## config.mk

```make
export PLATFORM = sky130hd
export DESIGN_NAME = pwm_cmp_timer
export DESIGN_NICKNAME = d
export VERILOG_FILES = /design/src/rtl/pwm_cmp_pkg.sv /design/src/rtl/pwm_cmp_counter.sv /design/src/rtl/pwm_cmp_ocr.sv /design/src/rtl/pwm_cmp_wave.sv /design/src/rtl/pwm_cmp_timer.sv
export SDC_FILE = /design/constraint.sdc
export NUM_CORES = 1
export LEC_CHECK = 0
export BUFFER_PORTS_ARGS = -buffer_cell sky130_fd_sc_hd__buf_2
export CELL_PAD_IN_SITES_DETAIL_PLACEMENT = 1
export CELL_PAD_IN_SITES_GLOBAL_PLACEMENT = 1
export CORE_MARGIN = 1.5
export CORE_UTILIZATION = 30
export CTS_CLUSTER_DIAMETER = 120
export CTS_CLUSTER_SIZE = 25
export DETAILED_ROUTE_END_ITERATION = 8
export PLACE_DENSITY_LB_ADDON = 0.1
export SLEW_MARGIN = 20
export SYNTH_ARGS = -nofsm -noshare
export SYNTH_HDL_FRONTEND = slang
export SYNTH_SLANG_ARGS = --single-unit
```

## constraint.sdc

```tcl
create_clock -name clk -period 5 [get_ports clk]
set_input_delay 0.75 -clock clk [delete_from_list [all_inputs] [get_ports clk]]
set_output_delay 0.75 -clock clk [all_outputs]
set_load 0.005 [all_outputs]
```

## src/rtl/pwm_cmp_pkg.sv

```systemverilog
package pwm_cmp_pkg;

  typedef enum logic [1:0] {
    WG_NORMAL = 2'd0,
    WG_PHASE  = 2'd1,
    WG_CTC    = 2'd2,
    WG_FAST   = 2'd3
  } wg_kind_e;

  typedef enum logic [1:0] {
    ACT_KEEP = 2'd0,
    ACT_CLR  = 2'd1,
    ACT_SET  = 2'd2,
    ACT_TGL  = 2'd3
  } pin_act_e;

  // control byte layout
  localparam int          CFG_W        = 8;
  localparam int          COM_LSB      = 6;
  localparam int          MODE_LSB     = 0;
  localparam logic [CFG_W-1:0] CFG_A_MASK = 8'hC3;

  function automatic wg_kind_e decode_wg(input logic [2:0] m);
    if (m[2]) return WG_NORMAL;
    case (m[1:0])
      2'd1:    return WG_PHASE;
      2'd2:    return WG_CTC;
      2'd3:    return WG_FAST;
      default: return WG_NORMAL;
    endcase
  endfunction

  function automatic logic is_pwm(input wg_kind_e k);
    return (k == WG_PHASE) || (k == WG_FAST);
  endfunction

  function automatic logic apply_act(input logic cur, input pin_act_e a);
    case (a)
      ACT_CLR: return 1'b0;
      ACT_SET: return 1'b1;
      ACT_TGL: return ~cur;
      default: return cur;
    endcase
  endfunction

  function automatic logic output_enabled(input wg_kind_e k, input logic [1:0] com);
    if (com == 2'b00) return 1'b0;
    if (is_pwm(k) && com == 2'b01) return 1'b0;
    return 1'b1;
  endfunction

endpackage

```

## src/rtl/pwm_cmp_counter.sv

```systemverilog
module pwm_cmp_counter
  import pwm_cmp_pkg::*;
#(
  parameter int W = 8
) (
  input  logic         clk,
  input  logic         rst,
  input  wg_kind_e     kind,
  input  logic [W-1:0] top_val,
  output logic [W-1:0] cnt,
  output logic         at_top,
  output logic         at_bottom,
  output logic         slope_up
);

  localparam logic [W-1:0] ONE  = W'(1);
  localparam logic [W-1:0] MAXV = {W{1'b1}};

  logic dir_up;

  function automatic logic [W-1:0] step(input wg_kind_e k, input logic [W-1:0] c,
                                        input logic top_hit, input logic up);
    if (k == WG_PHASE) return up ? c + ONE : c - ONE;
    return top_hit ? '0 : c + ONE;
  endfunction

  always_comb begin
    at_top    = (cnt == top_val);
    at_bottom = (cnt == '0);
    if (kind != WG_PHASE) slope_up = 1'b1;
    else if (at_bottom)   slope_up = 1'b1;
    else if (at_top)      slope_up = 1'b0;
    else                  slope_up = dir_up;
  end

  always_ff @(posedge clk) begin
    if (rst) begin
      cnt    <= '0;
      dir_up <= 1'b1;
    end else begin
      cnt    <= step(kind, cnt, at_top, slope_up);
      dir_up <= (kind == WG_PHASE) ? slope_up : 1'b1;
    end
  end


  phase_step_chk: assert property (@(posedge clk) disable iff (rst)
    (!$past(rst) && kind == WG_PHASE && $past(kind) == WG_PHASE)
      |-> ((cnt == $past(cnt) + ONE) || (cnt == $past(cnt) - ONE)));


  single_wrap_chk: assert property (@(posedge clk) disable iff (rst)
    (!$past(rst) && $past(cnt) == MAXV &&
     ($past(kind) == WG_FAST || $past(kind) == WG_NORMAL))
      |-> (cnt == '0));

endmodule

```

## src/rtl/pwm_cmp_ocr.sv

```systemverilog
module pwm_cmp_ocr #(
  parameter int W = 8
) (
  input  logic         clk,
  input  logic         rst,
  input  logic         we,
  input  logic [W-1:0] wdata,
  input  logic         buffered,
  input  logic         load,
  output logic [W-1:0] ocr_act
);

  logic [W-1:0] ocr_buf;

  always_ff @(posedge clk) begin
    if (rst) begin
      ocr_buf <= '0;
      ocr_act <= '0;
    end else begin
      if (we) ocr_buf <= wdata;
      if (!buffered) begin
        if (we) ocr_act <= wdata;
      end else if (load) begin
        ocr_act <= ocr_buf;
      end
    end
  end


  hold_until_top_chk: assert property (@(posedge clk) disable iff (rst)
    (!$past(rst) && $past(buffered) && !$past(load)) |-> $stable(ocr_act));


  direct_write_chk: assert property (@(posedge clk) disable iff (rst)
    (!buffered && we) |=> (ocr_act == $past(wdata)));

endmodule

```

## src/rtl/pwm_cmp_wave.sv

```systemverilog
module pwm_cmp_wave
  import pwm_cmp_pkg::*;
#(
  parameter int W = 8
) (
  input  logic         clk,
  input  logic         rst,
  input  wg_kind_e     kind,
  input  logic [1:0]   com,
  input  logic [W-1:0] cnt,
  input  logic [W-1:0] ocr_act,
  input  logic [W-1:0] top_val,
  input  logic         at_top,
  input  logic         at_bottom,
  input  logic         slope_up,
  output logic         wave_out,
  output logic         wave_oe
);

  localparam logic [W-1:0] MAXV = {W{1'b1}};

  logic     wave_q;
  logic     match;
  logic     top_case;
  pin_act_e act;

  always_comb begin
    match    = (cnt == ocr_act);
    top_case = is_pwm(kind) && com[1] && (ocr_act == top_val);
    act      = ACT_KEEP;
    case (kind)
      WG_FAST: begin
        if (com[1]) begin
          if (match && !top_case) act = com[0] ? ACT_SET : ACT_CLR;
          else if (at_bottom)     act = com[0] ? ACT_CLR : ACT_SET;
        end
      end
      WG_PHASE: begin
        if (com[1]) begin
          if (top_case) begin
            if (at_top) act = com[0] ? ACT_CLR : ACT_SET;
          end else if (match) begin
            act = (slope_up ^ com[0]) ? ACT_CLR : ACT_SET;
          end
        end
      end
      default: begin
        if (match) begin
          case (com)
            2'b01:   act = ACT_TGL;
            2'b10:   act = ACT_CLR;
            2'b11:   act = ACT_SET;
            default: act = ACT_KEEP;
          endcase
        end
      end
    endcase
  end

  always_ff @(posedge clk) begin
    if (rst) wave_q <= 1'b0;
    else     wave_q <= apply_act(wave_q, act);
  end

  assign wave_oe  = output_enabled(kind, com);
  assign wave_out = wave_oe & wave_q;


  fast_bottom_set_chk: assert property (@(posedge clk) disable iff (rst)
    (kind == WG_FAST && com == 2'b10 && at_bottom && ocr_act != '0) |=> wave_q);


  phase_top_case_chk: assert property (@(posedge clk) disable iff (rst)
    (kind == WG_PHASE && com == 2'b10 && at_top && ocr_act == MAXV) |=> wave_q);


  toggle_match_chk: assert property (@(posedge clk) disable iff (rst)
    (!is_pwm(kind) && com == 2'b01 && cnt == ocr_act) |=> (wave_q != $past(wave_q)));

endmodule

```

## src/rtl/pwm_cmp_timer.sv

```systemverilog
module pwm_cmp_timer
  import pwm_cmp_pkg::*;
#(
  parameter int CNT_W = 8
) (
  input  logic             clk,
  input  logic             rst,
  input  logic             cfg_a_we,
  input  logic [CFG_W-1:0] cfg_a_wdata,
  output logic [CFG_W-1:0] cfg_a_rdata,
  input  logic             cfg_b_we,
  input  logic             cfg_b_wdata,
  input  logic             cmp_we,
  input  logic [CNT_W-1:0] cmp_wdata,
  output logic [CNT_W-1:0] cnt_val,
  output logic             wave_out,
  output logic             wave_oe
);

  localparam logic [CNT_W-1:0] MAXV = {CNT_W{1'b1}};

  logic [CFG_W-1:0] cfg_a_q;
  logic             mode_hi_q;
  wg_kind_e         kind;
  logic [1:0]       com;
  logic [CNT_W-1:0] ocr_act;
  logic [CNT_W-1:0] top_val;
  logic             at_top;
  logic             at_bottom;
  logic             slope_up;

  always_ff @(posedge clk) begin
    if (rst) begin
      cfg_a_q   <= '0;
      mode_hi_q <= 1'b0;
    end else begin
      if (cfg_a_we) cfg_a_q   <= cfg_a_wdata;
      if (cfg_b_we) mode_hi_q <= cfg_b_wdata;
    end
  end

  assign cfg_a_rdata = cfg_a_q & CFG_A_MASK;
  assign com         = cfg_a_q[COM_LSB +: 2];
  assign kind        = decode_wg({mode_hi_q, cfg_a_q[MODE_LSB +: 2]});
  assign top_val     = (kind == WG_CTC) ? ocr_act : MAXV;

  pwm_cmp_counter #(.W(CNT_W)) u_cnt (
    .clk       (clk),
    .rst       (rst),
    .kind      (kind),
    .top_val   (top_val),
    .cnt       (cnt_val),
    .at_top    (at_top),
    .at_bottom (at_bottom),
    .slope_up  (slope_up)
  );

  pwm_cmp_ocr #(.W(CNT_W)) u_ocr (
    .clk      (clk),
    .rst      (rst),
    .we       (cmp_we),
    .wdata    (cmp_wdata),
    .buffered (is_pwm(kind)),
    .load     (at_top),
    .ocr_act  (ocr_act)
  );

  pwm_cmp_wave #(.W(CNT_W)) u_wave (
    .clk       (clk),
    .rst       (rst),
    .kind      (kind),
    .com       (com),
    .cnt       (cnt_val),
    .ocr_act   (ocr_act),
    .top_val   (top_val),
    .at_top    (at_top),
    .at_bottom (at_bottom),
    .slope_up  (slope_up),
    .wave_out  (wave_out),
    .wave_oe   (wave_oe)
  );

endmodule

```

=== Yosys cells after proc, flatten, opt, wreduce, memory -nomap -nowiden ===
Index checks and enable logic that the tools add are counted.
Widths: inputs -> output; s select.

* Register bits after elaboration: 35
* Input port bits: 22
* Output and inout port bits: 18
* Logic and storage cells: 80

* Mux-type cells: 38
* $add $sub $neg: 2
* Bitwise gates (word level): 4
* Equality and inequality tests: 17
* Reductions and logical operators: 12

{| class="wikitable"
|+ Operator list
! kind !! count
|-
| $mux 8 || 8
|-
| $mux 2 || 13
|-
| $eq 8x8->1 || 3
|-
| $eq 2x2->1 const B || 8
|-
| $mux 1 || 13
|-
| $pmux 2 s3 || 2
|-
| $add 8x1->8 const B || 1
|-
| $eq 2x1->1 const B || 4
|-
| $logic_not 8->1 || 1
|-
| $sub 8x1->8 const B || 1
|-
| $logic_and 1x1->1 || 4
|-
| $pmux 2 s2 || 1
|-
| $pmux 1 s3 || 1
|-
| $reduce_bool 3->1 || 1
|-
| $logic_not 2->1 || 1
|-
| $ne 2x1->1 const B || 1
|-
| $ne 2x2->1 const B || 1
|-
| $not 1->1 || 2
|-
| $reduce_and 2->1 || 1
|-
| $reduce_bool 2->1 || 1
|-
| $reduce_or 2->1 || 1
|-
| $and 1x1->1 || 1
|-
| $logic_not 1->1 || 1
|-
| $logic_or 1x1->1 || 1
|-
| $xor 1x1->1 || 1
|}

=== Logic depth before layout (Yosys ltp) ===
Gate-level depths: netlist of run 1.

* Depth in word-level cells: 17
* Mapped depth: 9
* Gate-level depth less buffers: 8

=== Hierarchy ===
From an unflattened synthesis of run 1, not the netlist that was laid out.

* Cell total of the unflattened synthesis: 250
* Area, all modules: 2,304.7 sq um

{| class="wikitable"
|+ By module, submodules not included
! module !! cells an instance !! instances !! seq. area each (sq um) !! area an instance (sq um)
|-
| pwm_cmp_counter || 91 || 1 || 180.2 || 839.6
|-
| pwm_cmp_ocr || 62 || 1 || 320.3 || 703.2
|-
| pwm_cmp_wave || 65 || 1 || 20.0 || 473.0
|-
| pwm_cmp_timer || 32 || 1 || 100.1 || 289.0
|}

=== Worst setup path after synthesis of run 1 ===
OpenSTA, ideal clock, no wires.

* Path type: register to register
* Start: register u_cnt.cnt[1]
* End: register u_wave.wave_q
* Arrival time: 1.981 ns
* Library setup time: 0.058 ns
* Stages on the path, launching flop included: 8
* Data required time: 4.942 ns
* Clock period less this slack: 2.039 ns
* Path buffers: 0
* Setup slack: 2.961 ns
* Cell sequence: dfxtp_1 inv_2 a222oi_1 nand2_1 nor3_2 mux2_1 o221ai_1 o211a_1

* Word-level cells in the longest chain between the ends: 12
* Elaborated cells between the ends (all ways): 23
* Classes of those cells: eq/ne (5); mux (14); bitwise (1); reduce/logical (3)

{| class="wikitable"
|+ Ends and longest elaborated chain
! item !! RTL line !! text
|-
| start: declaration || pwm_cmp_counter.sv:10 || <nowiki>output logic [W-1:0] cnt,</nowiki>
|-
| start signal: assignment || pwm_cmp_counter.sv:41 || <nowiki>cnt <= step(kind, cnt, at_top, slope_up);</nowiki>
|-
| $eq 8x8->1 || pwm_cmp_counter.sv:28 || <nowiki>at_top = (cnt == top_val);</nowiki>
|-
| $mux 1 || pwm_cmp_counter.sv:32 || <nowiki>else if (at_top) slope_up = 1'b0;</nowiki>
|-
| $mux 1 || pwm_cmp_counter.sv:31 || <nowiki>else if (at_bottom) slope_up = 1'b1;</nowiki>
|-
| $mux 1 || pwm_cmp_counter.sv:30 || <nowiki>if (kind != WG_PHASE) slope_up = 1'b1;</nowiki>
|-
| $xor 1x1->1 || pwm_cmp_wave.sv:43 || <nowiki>act = (slope_up ^ com[0]) ? ACT_CLR : ACT_SET;</nowiki>
|-
| $mux 2 || pwm_cmp_wave.sv:43 ||
|-
| $mux 2 || pwm_cmp_wave.sv:42 || <nowiki>end else if (match) begin</nowiki>
|-
| $mux 2 || pwm_cmp_wave.sv:40 || <nowiki>if (top_case) begin</nowiki>
|-
| $mux 2 || pwm_cmp_wave.sv:39 || <nowiki>if (com[1]) begin</nowiki>
|-
| $pmux 2 s2 (*) || pwm_cmp_wave.sv:31 || <nowiki>case (kind)</nowiki>
|-
| $eq 2x2->1 / $eq 2x1->1 (equally long branches) || pwm_cmp_pkg.sv:38 || <nowiki>case (a)</nowiki>
|-
| $pmux 1 s3 / $reduce_bool 3->1 (equally long branches) || -- ||
|-
| end signal: assignment || pwm_cmp_wave.sv:62 || <nowiki>else wave_q <= apply_act(wave_q, act);</nowiki>
|-
| end: declaration || pwm_cmp_wave.sv:22 || <nowiki>logic wave_q;</nowiki>
|}

Mark *: on every way between the ends. The rest lies on a longest branch, timed or not.
A chain may end at the register's enable or synchronous reset.

=== Worst setup path in the final report of run 1 ===
* Start: register cfg_a_q[0]
* End: output wave_out

* Word-level cells in the longest chain between the ends: 11
* Elaborated cells between the ends (all ways): 15
* Classes of those cells: eq/ne (5); mux (7); bitwise (1); reduce/logical (2)

{| class="wikitable"
|+ Ends and longest elaborated chain
! item !! RTL line !! text
|-
| start: declaration || pwm_cmp_timer.sv:22 || <nowiki>logic [CFG_W-1:0] cfg_a_q;</nowiki>
|-
| start signal: assignment || pwm_cmp_timer.sv:37 || <nowiki>if (cfg_a_we) cfg_a_q <= cfg_a_wdata;</nowiki>
|-
| $eq 2x2->1 / $eq 2x1->1 (equally long branches) || pwm_cmp_pkg.sv:25 || <nowiki>case (m[1:0])</nowiki>
|-
| $pmux 2 s3 (*) || pwm_cmp_pkg.sv:25 ||
|-
| $mux 2 (*) || pwm_cmp_pkg.sv:25 ||
|-
| $eq 2x1->1 / $eq 2x2->1 (equally long branches) || pwm_cmp_pkg.sv:34 || <nowiki>return (k == WG_PHASE) || (k == WG_FAST);</nowiki>
|-
| $logic_or 1x1->1 (*) || pwm_cmp_pkg.sv:34 ||
|-
| $logic_and 1x1->1 (*) || pwm_cmp_pkg.sv:48 || <nowiki>if (is_pwm(k) && com == 2'b01) return 1'b0;</nowiki>
|-
| $mux 1 (2 in series) || pwm_cmp_pkg.sv:48 ||
|-
| $mux 1 (*) || pwm_cmp_pkg.sv:49 || <nowiki>return 1'b1;</nowiki>
|-
| $mux 1 (*) || pwm_cmp_pkg.sv:48 ||
|-
| $and 1x1->1 (*) || pwm_cmp_wave.sv:66 || <nowiki>assign wave_out = wave_oe & wave_q;</nowiki>
|-
| end: declaration || pwm_cmp_timer.sv:16 || <nowiki>output logic wave_out,</nowiki>
|}

Mark *: on every way between the ends. The rest lies on a longest branch, timed or not. The select of a mux whose other input is x is not followed.

==> results of run 1 <==
## sequential cells by signal, summed over array words and instances, names as in the netlist
register and count:
u_cnt.dir_up 1, u_ocr.ocr_act 8, u_wave.wave_q 1, cfg_a_q 4, u_ocr.ocr_buf 8, mode_hi_q 1, u_cnt.cnt 8
## power by group through the flow
stage,Combinational [mW],Sequential [mW],Clock [mW]
detailed placement,0.0975,0.287,0
CTS,0.0979,0.281,0.204
global route,0.112,0.284,0.213
floorplan,0.0734,0.280,0
finish,0.0972,0.281,0.195
global placement,0.0971,0.287,0
## area by class of cell
class	instances	area (um2)	share of cell area
well taps	72	90.09	0.04464
repair buffers	31	155.1	0.07688
clock buffers	6	72.57	0.03596
inverters	9	33.78	0.01674
clock inverters	2	12.51	0.006200
multi-input cells	164	1033	0.5121
flip-flops and latches	31	620.6	0.3075
## worst register-to-register path: cells and delay by family (launching register included)
kind	cells	cell delay [ns]
AOI/OAI and AO/OA	3	0.89
xor gates and xnor gates	1	0.17
buffers and inverters	1	0.11
DFF	1	0.49
and+or+nand+nor	2	0.62
## routing by layer
| layer | GRT usage | up-vias | part of all wire |
|---|---|---|---|
| met2 | 0.2547 | 23 | 0.47 |
| met5 | 0 | - | 0 |
| li1 | - | 808 | - |
| met3 | 0.03563 | 4 | 0.027 |
| met1 | 0.2077 | 756 | 0.49 |
| met4 | 0.05614 | 0 | 0.011 |
## stage by stage
step	setup WS, ns	instances
4_1_cts	2.308	315
6_report	2.363	315
5_1_grt	2.213	315
3_3_place_gp	2.466	307
2_1_floorplan	2.961	218
3_5_place_dp	2.507	307
## cells by family (layout without fill, tap and decap cells)
logic type / after synthesis / after routing / synth area share
simple gates: 100 / 100 / 0.2677
compound gates: 34 / 34 / 0.1604
flops: 31 / 31 / 0.3550
buf+inv: 23 / 48 / 0.06228
mux: 15 / 15 / 0.08661
xor+xnor: 6 / 6 / 0.03006
fa+ha+maj: 5 / 5 / 0.03579
other cells: 1 / 4 / 0.002145
## final timing paths
| kind | endpoint | from | depth (start not counted) | slack, ns |
|---|---|---|---|---|
| min reg2reg | u_ocr.ocr_act[3] | u_ocr.ocr_buf[3] | 2 | 0.48 |
| max | wave_out | cfg_a_q[0] | 4 | 2.36 |
| min | u_ocr.ocr_act[3] | u_ocr.ocr_buf[3] | 2 | 0.48 |
| max reg2reg | u_cnt.cnt[3] | u_cnt.cnt[1] | 7 | 2.61 |
## cell usage in the layout (no fill, tap or decap), types with 4 or more instances in the layout
cell type,count
dfxtp_1,31
a311oi_1,10
nand4_1,8
ha_1,5
nand2_1,26
inv_1,7
mux2i_1,14
nor2b_1,4
conb_1,4
clkbuf_8,5
buf_2,31
nand2b_1,7
nor2_1,38
xnor2_1,4
==> results_dict.tcl, run 1 <==
set metrics [dict create \
    status "complete, no violations" \
    synth_top_area_frac 0.3550 \
    powerDensity_nw_per_um2 284.1 \
    fin_crit_sh 0.5273 \
    drt_first_pass_iters 4 \
    startpoint_type "flop" \
    diodes 0 \
    clock_skew_ns 0.005276 \
    grt_pass1_wl_um 7728 \
    fillers 705 \
    cts-resized-gates 0 \
    crit_type "flop to output pin" \
    finish.utilization 0.3621 \
    slew_headroom 0.4118 \
    max_freq_ghz 0.3793 \
    slowest_delay_ns 0.73 \
    drc_errors 0 \
    ant_nets 0 \
    clkPwrFrac 0.340 \
    core-area_um2 5574 \
    grt_usage 0.1586 \
    first_global_vias 1555 \
    path_cells "nor2b_1 -> a21oi_1 -> and2_1 -> buf_2" \
    path_delay_family "simple AND/OR/NAND/NOR gates" \
    period_needed_ns 2.637 \
    cap_violations 0 \
    worstPathArrival_ns 1.89 \
    globalplace.congestion 0.7989 \
    clock_path_buffers 2 \
    htreeDepth 2 \
    layout-drive-gt1-share 0.1852 \
    clk_latency_ns 0.28 \
    synth_area_leaders "dfxtp_1 (36%), nor2_1 (8.2%), mux2i_1 (8.0%)" \
    boundaryPins 40 \
    syn2layout_area_growth_pct 15.46 \
    antenna_found_initial 0 \
    cts_root_buf "clkbuf_8" \
    ys_async_sr_fraction 0 \
    drt_iter0_markers 49 \
    rsz0062_at_grt "false" \
    postLayoutCellArea_um2 2018 \
    gr-total-overflow 0 \
    yosys-top-cells-count "nor2_1 (38), dfxtp_1 (31), nand2_1 (26)" \
    fp.dieArea_um2 6293 \
    critPathMaxFanout 11 \
    synthDistinctLibCells 49 \
    synth_top_cell_by_area "dfxtp_1" \
    cp.required_ns 4.25 \
    port_buffers 31 \
    die_h_um 79.33 \
    syn_area_um2 1748 \
    setup_viol 0 \
    numCtsBuffers 5 \
    start_util 0.3136 \
    synth_top_flop_cell "dfxtp_1" \
    routed_via_density 5.051 \
    yosysWarnings 0 \
    crit_buf_inv 1 \
    slowest_stage "nor2b_1" \
    vdd_ir_drop_max_uv 109.3 \
    path_clk_slew_ns 0.07 \
    dr_total_vias 1591 \
    switching_share 0.3009 \
    hold_violations 0 \
    wl_um 4526 \
    tightest_slew_ns 0.8804 \
    maxSlewViolCount 0 \
    clock_sinks 31 \
    place_area_um2 1929 \
    ys_seq_area_frac 0.3550 \
    final_nets 269 \
    worst_hold_slack_ns 0.4803 \
    die_x_um 79.33 \
    place_hpwl_um 3348 \
    power.internal_mw 0.4008 \
    totalPowerFinal_mw 0.5733 \
    cts_tree "built" \
    grt_max_degree 25 \
    synth_area_per_cell_um2 8.130 \
    finalSetupTns_ns 0 \
    rows 27 \
    post_cts_buffers 0 \
    endpoint_kind "output pin" \
    postCtsHoldBufs 0 \
    power_leakage_nw 0.8659 \
    pwr-share-comb 0.170 \
    ys_ff_latch 31 \
    p_sw_mw 0.1725 \
    routedWlPerCell_um 14.37 \
    seq_power_share 0.490 \
    synth_cells 215 \
    hold_class "flop to flop" \
    synth_edf_count 0 \
    synthMostInstantiatedCell "nor2_1" \
]
No activity file was read; power rests on OpenSTA's default activity.
==> run 2, diff against run 1 <==
ABC_AREA = 1   (was unset)
clock period = 2.3 ns   (was 5 ns; I/O delays follow)
==> run 2 against run 1 <==
  * Cell area increased by 9.7%
  * Critical path type is now flop to flop
  * Worst setup slack got worse by 2.1 ns
  * Non-clock buffer count increased by 9
  * Core utilization increased by 0.76 points
  * Sequential share of layout area decreased by 2.7 points
  * Count of clock-buffer cells in the layout unchanged
  * Hold slack got worse by 0.25 ns
  * Critical endpoint is now u_cnt.cnt[2]
  * Register-to-register slack got worse by 2.3 ns
  * Sequential power increased by 110%
  * Largest power group unchanged
  * Clock power increased by 130%
  * First-iteration DRC count increased by 41%
==> results_dict.tcl, run 2 <==
set metrics [dict create \
    port_buffers 31 \
    crit_start "u_cnt.cnt[1]" \
    synth_area_leaders "dfxtp_1 (33%), nand2_1 (14%), nor2_1 (8.0%)" \
    synth_top_flop_cell "dfxtp_1" \
    die_x_um 82.02 \
    status "complete, no violations" \
    synth_area_per_cell_um2 6.459 \
    drt_iter0_markers 69 \
    final_common_cell "nand2_1" \
    cts-resized-gates 0 \
    yosys-top-cells-count "nand2_1 (68), nor2_1 (40), inv_1 (35)" \
    switching_share 0.2964 \
    synth_edf_count 0 \
    grt_max_degree 18 \
    finish.utilization 0.3697 \
    top_regs "u_cnt.cnt (8), u_ocr.ocr_act (8), u_ocr.ocr_buf (8)" \
    path_clk_slew_ns 0.07 \
    holdPathStages 2 \
    clk_latency_ns 0.29 \
    crit_buf_inv 2 \
    ant_nets 0 \
    r2r_cells 11 \
    power.internal_mw 0.8897 \
    finalSetupTns_ns 0 \
    antenna_found_initial 0 \
    vdd_ir_drop_max_uv 247.4 \
    place_area_um2 2120 \
    dr_total_vias 1848 \
    ys_async_sr_fraction 0 \
    seq_power_share 0.471 \
    rr_startpoint "u_cnt.cnt[1]" \
    ys_seq_area_frac 0.3313 \
    rsz0062_at_grt "false" \
    critPathMaxFanout 11 \
    fin_crit_sh 0.8866 \
    startpoint_type "flop" \
    cp.required_ns 2.49 \
    layout_common_cells "nand2_1 (68), nor2_1 (39), inv_1 (35), dfxtp_1 (31), buf_2 (31)" \
    syn2layout_area_growth_pct 18.24 \
    wl_um 5003 \
    globalplace.congestion 0.7509 \
    clock_path_buffers 2 \
    period_needed_ns 2.039 \
    path_delay_family "simple AND/OR/NAND/NOR gates" \
    hold_class "primary input to flop" \
    clock_skew_ns 0.003486 \
    grt_usage 0.1668 \
    r2r_setup_slack_ns 0.26 \
    postCtsHoldBufs 0 \
    hp-start "rst" \
    core-area_um2 5991 \
    boundaryPins 40 \
    slowest_delay_ns 0.37 \
    synth_cells 290 \
    grt_pass1_wl_um 8362 \
    holdPathEnd "mode_hi_q" \
    fp.dieArea_um2 6726 \
    synthMostInstantiatedCell "nand2_1" \
    cap_violations 0 \
    setup_viol 0 \
    cts_root_buf "clkbuf_8" \
    ys_ff_latch 31 \
    pwr-share-comb 0.178 \
    power_leakage_nw 1.082 \
    routedWlPerCell_um 12.45 \
    fillers 799 \
    endpoint_kind "flop" \
    path_cells "inv_1 -> ha_1 -> nand2_1 -> nor2_2 -> nand2_1 -> nor3_2 -> nor2_2 -> nand2_4 -> inv_1 -> or2_1 -> a221oi_1" \
    synthDistinctLibCells 34 \
    first_global_vias 1714 \
    layout-drive-gt1-share 0.1865 \
    postLayoutCellArea_um2 2215 \
    post_cts_buffers 0 \
    gr-total-overflow 0 \
    p_sw_mw 0.3748 \
    syn_area_um2 1873 \
    reg2reg_to "u_cnt.cnt[2]" \
    numCtsBuffers 5 \
    routed_via_density 4.597 \
    yosysWarnings 0 \
    clkPwrFrac 0.351 \
    start_util 0.3127 \
    drt_first_pass_iters 6 \
    rows 28 \
    final_nets 354 \
    cts_tree "built" \
    die_h_um 82.02 \
    drc_errors 0 \
    worstPathArrival_ns 2.23 \
    htreeDepth 2 \
    synth_top_cell_by_area "dfxtp_1" \
    crit_type "flop to flop" \
    slowest_stage "dfxtp_1" \
    hold_violations 0 \
    diodes 0 \
    maxSlewViolCount 0 \
    powerDensity_nw_per_um2 571.0 \
    max_freq_ghz 0.4904 \
    place_hpwl_um 3935 \
    clock_sinks 31 \
    synth_top_area_frac 0.3313 \
]
-- run 2: logic make-up after synthesis --
kind of cell / after synthesis / synth area share
XOR/XNOR: 6 / 0.02806
buffers and inverters: 51 / 0.1196
AND/OR/NAND/NOR: 141 / 0.3173
flip-flops: 31 / 0.3313
other: 1 / 0.002002
AO/OA/AOI/OAI: 55 / 0.1683
adder cells (fa/ha/maj): 5 / 0.03340
-- run 2: power by group through the flow --
stage	clock network (mW)	logic, mW	registers (mW)
final	0.444	0.225	0.595
after detailed placement	0	0.227	0.608
after global placement	0	0.224	0.607
after floorplan	0	0.156	0.603
after global routing	0.478	0.265	0.601
after CTS	0.462	0.228	0.596
-- run 2: layout make-up --
| class | count | area [um2] | share of cell area |
|---|---|---|---|
| tap | 75 | 93.84 | 0.04237 |
| multi-input combinational | 211 | 1047 | 0.4729 |
| clock buffer | 6 | 82.58 | 0.03729 |
| sequential | 31 | 620.6 | 0.2802 |
| inverter | 38 | 142.6 | 0.06441 |
| clock inverter | 1 | 5.005 | 0.002260 |
| timing repair buffer | 40 | 222.7 | 0.1006 |
-- run 2: worst max-delay path by stage --
| stage | end | slack, ns | cells past startpoint |
|---|---|---|---|
| global placement | u_cnt.cnt[2] | 0.23 | 11 |
| detailed placement | u_cnt.cnt[2] | 0.14 | 11 |
| floorplan | u_wave.wave_q | 0.46 | 17 |
| CTS | u_cnt.cnt[2] | 0.12 | 11 |
| finish | u_cnt.cnt[2] | 0.26 | 11 |
| global route | u_cnt.cnt[2] | 0.009 | 11 |
-- run 2: through the flow --
step	std cells	power, mW	setup WS, ns	hold slack [ns]
finish	402	1.265	0.2608	0.2302
global route	402	1.343	0.009098	0.2345
CTS	402	1.286	0.1207	0.2241
detailed placement	395	0.8348	0.1377	0.4708
global placement	395	0.8308	0.2265	0.4661
floorplan	293	0.7586	0.4629	0.4174
-- run 2: routing by layer --
layer  vias up  share of wire  track usage
met4         0          0.012      0.06102
met5         -              0            0
met3         4          0.028      0.03778
li1        991              -            -
met2        24           0.44       0.2516
met1       829           0.52       0.2301
==> run 3, diff against run 2 <==
SLEW_MARGIN = unset   (was 20)
clock period = 2.4 ns   (was 2.3 ns; I/O delays follow)
==> run 3 against run 2 <==
  * Core utilization is 0.46 points lower
  * Clock power fell by 7.7%
  * Power decreased by 5.7%
  * Maximum frequency down 3.2%
  * Register-to-register slack better by 0.03 ns
  * First-iteration DRC count is 14% higher
  * Hold slack gained 0.0050 ns
  * Combinational power fell by 7%
  * Routed wire length decreased by 1.7%
==> results_dict.tcl, run 3 (synthesized netlist as in run 2, its figures left out) <==
set metrics [dict create \
    finish.utilization 0.3651 \
    antenna_found_initial 0 \
    powerDensity_nw_per_um2 545.2 \
    pwr-share-comb 0.176 \
    top_regs "u_cnt.cnt (8), u_ocr.ocr_act (8), u_ocr.ocr_buf (8)" \
    dr_total_vias 1854 \
    setup_viol 0 \
    fillers 828 \
    vdd_ir_drop_max_uv 343.7 \
    power.internal_mw 0.8282 \
    routed_via_density 4.635 \
    die_h_um 82.02 \
    gr-total-overflow 0 \
    layout_common_cells "nand2_1 (68), nor2_1 (40), inv_1 (35), dfxtp_1 (31), buf_2 (31)" \
    clk_latency_ns 0.29 \
    startpoint_type "flop" \
    start_util 0.3127 \
    clkPwrFrac 0.344 \
    routedWlPerCell_um 12.30 \
    worstPathArrival_ns 2.30 \
    switching_share 0.3054 \
    cap_violations 0 \
    power_leakage_nw 1.060 \
    final_nets 351 \
    critPathMaxFanout 11 \
    syn2layout_area_growth_pct 16.77 \
    cts_tree "built" \
    final_common_cell "nand2_1" \
    htreeDepth 2 \
    wl_um 4920 \
    hold_violations 0 \
    holdPathStages 2 \
    grt_usage 0.1659 \
    globalplace.congestion 0.7722 \
    core-area_um2 5991 \
    fin_crit_sh 0.8776 \
    diodes 0 \
    drt_iter0_markers 79 \
    clock_path_buffers 2 \
    path_clk_slew_ns 0.07 \
    cts_root_buf "clkbuf_8" \
    max_freq_ghz 0.4748 \
    numCtsBuffers 5 \
    period_needed_ns 2.106 \
    place_hpwl_um 3902 \
    seq_power_share 0.480 \
    multiInputGateArea_um2 1045 \
    endpoint_kind "flop" \
    boundaryPins 40 \
    rows 28 \
    clock_skew_ns 0.008475 \
    layout-drive-gt1-share 0.1754 \
    grt_max_degree 18 \
    drt_first_pass_iters 5 \
    fp.dieArea_um2 6726 \
    die_x_um 82.02 \
    port_buffers 31 \
    rsz0062_at_grt "false" \
    first_global_vias 1702 \
    crit_type "flop to flop" \
    seqCellArea_um2 620.6 \
    r2r_cells 11 \
    grt_pass1_wl_um 8369 \
    ant_nets 0 \
    p_sw_mw 0.3641 \
    drc_errors 0 \
    hold_class "primary input to flop" \
    status "complete, no violations" \
    cp.required_ns 2.59 \
    maxSlewViolCount 0 \
    clock_sinks 31 \
    finalSetupTns_ns 0 \
]
-- run 3: cell count changes in the layout (fill, tap and decap cells not counted) --
cell and change:
nor2_2 -1, nor2_1 +1, buf_4 -3, clkbuf_1 +1
clkinvlp_4 +1, clkbuf_8 -1
-- run 3: worst paths after layout --
kind,from,slack [ns],end
worst max-delay path,u_cnt.cnt[0],0.29,u_cnt.cnt[2]
worst min-delay path,rst,0.24,mode_hi_q
worst max register to register,u_cnt.cnt[0],0.29,u_cnt.cnt[2]
worst min register to register,u_ocr.ocr_buf[6],0.48,u_ocr.ocr_act[6]
-- run 3: area by class of cell --
| type | instances | area share |
|---|---|---|
| multi-input cells | 211 | 0.4777 |
| well taps | 75 | 0.04291 |
| repair buffers | 37 | 0.09153 |
| inverters | 38 | 0.06522 |
| flip-flops and latches | 31 | 0.2838 |
| clock inverters | 2 | 0.005721 |
| clock buffers | 6 | 0.03318 |
-- run 3: critical path: stages (launching register included) --
cell	delay, ns
dfxtp_1	0.44
inv_1	0.11
ha_1	0.23
nand2_1	0.09
nor2_2	0.04
nand2_1	0.11
nor3_2	0.06
nor2_1	0.25
nand2_4	0.16
inv_1	0.19
nand2_1	0.07
a221oi_1	0.27
-- run 3: what timing repair did --
item	CTS	global route
gates resized for setup	0	1
setup endpoints to repair	0	2
setup buffers	0	0
hold buffers	0	0
-- run 3: stage by stage --
stage	power (mW)	hold WS (ns)	instance area [um2]	worst slack, ns	instances
global placement	0.7935	0.4664	2097	0.2536	392
detailed placement	0.7970	0.4712	2097	0.2050	392
finish	1.192	0.2352	2187	0.2937	400
global route	1.280	0.2363	2187	0.03317	400
floorplan	0.7270	0.4324	1884	0.5629	293
CTS	1.215	0.2257	2182	0.1886	400
-- run 3: power by group through the flow --
stage | Combinational [mW] | Sequential (mW) | Clock (mW)
2_1_floorplan | 0.149 | 0.578 | 0
5_1_grt | 0.247 | 0.578 | 0.455
4_1_cts | 0.214 | 0.572 | 0.429
6_report | 0.210 | 0.572 | 0.410
3_3_place_gp | 0.210 | 0.583 | 0
3_5_place_dp | 0.213 | 0.584 | 0
-- run 3: layer usage --
layer / share of wire / up-vias / GRT usage
li1: - / 985 / -
met2: 0.45 / 25 / 0.2549
met5: 0 / - / 0
met3: 0.028 / 4 / 0.04778
met4: 0.012 / 0 / 0.04576
met1: 0.51 / 840 / 0.2248
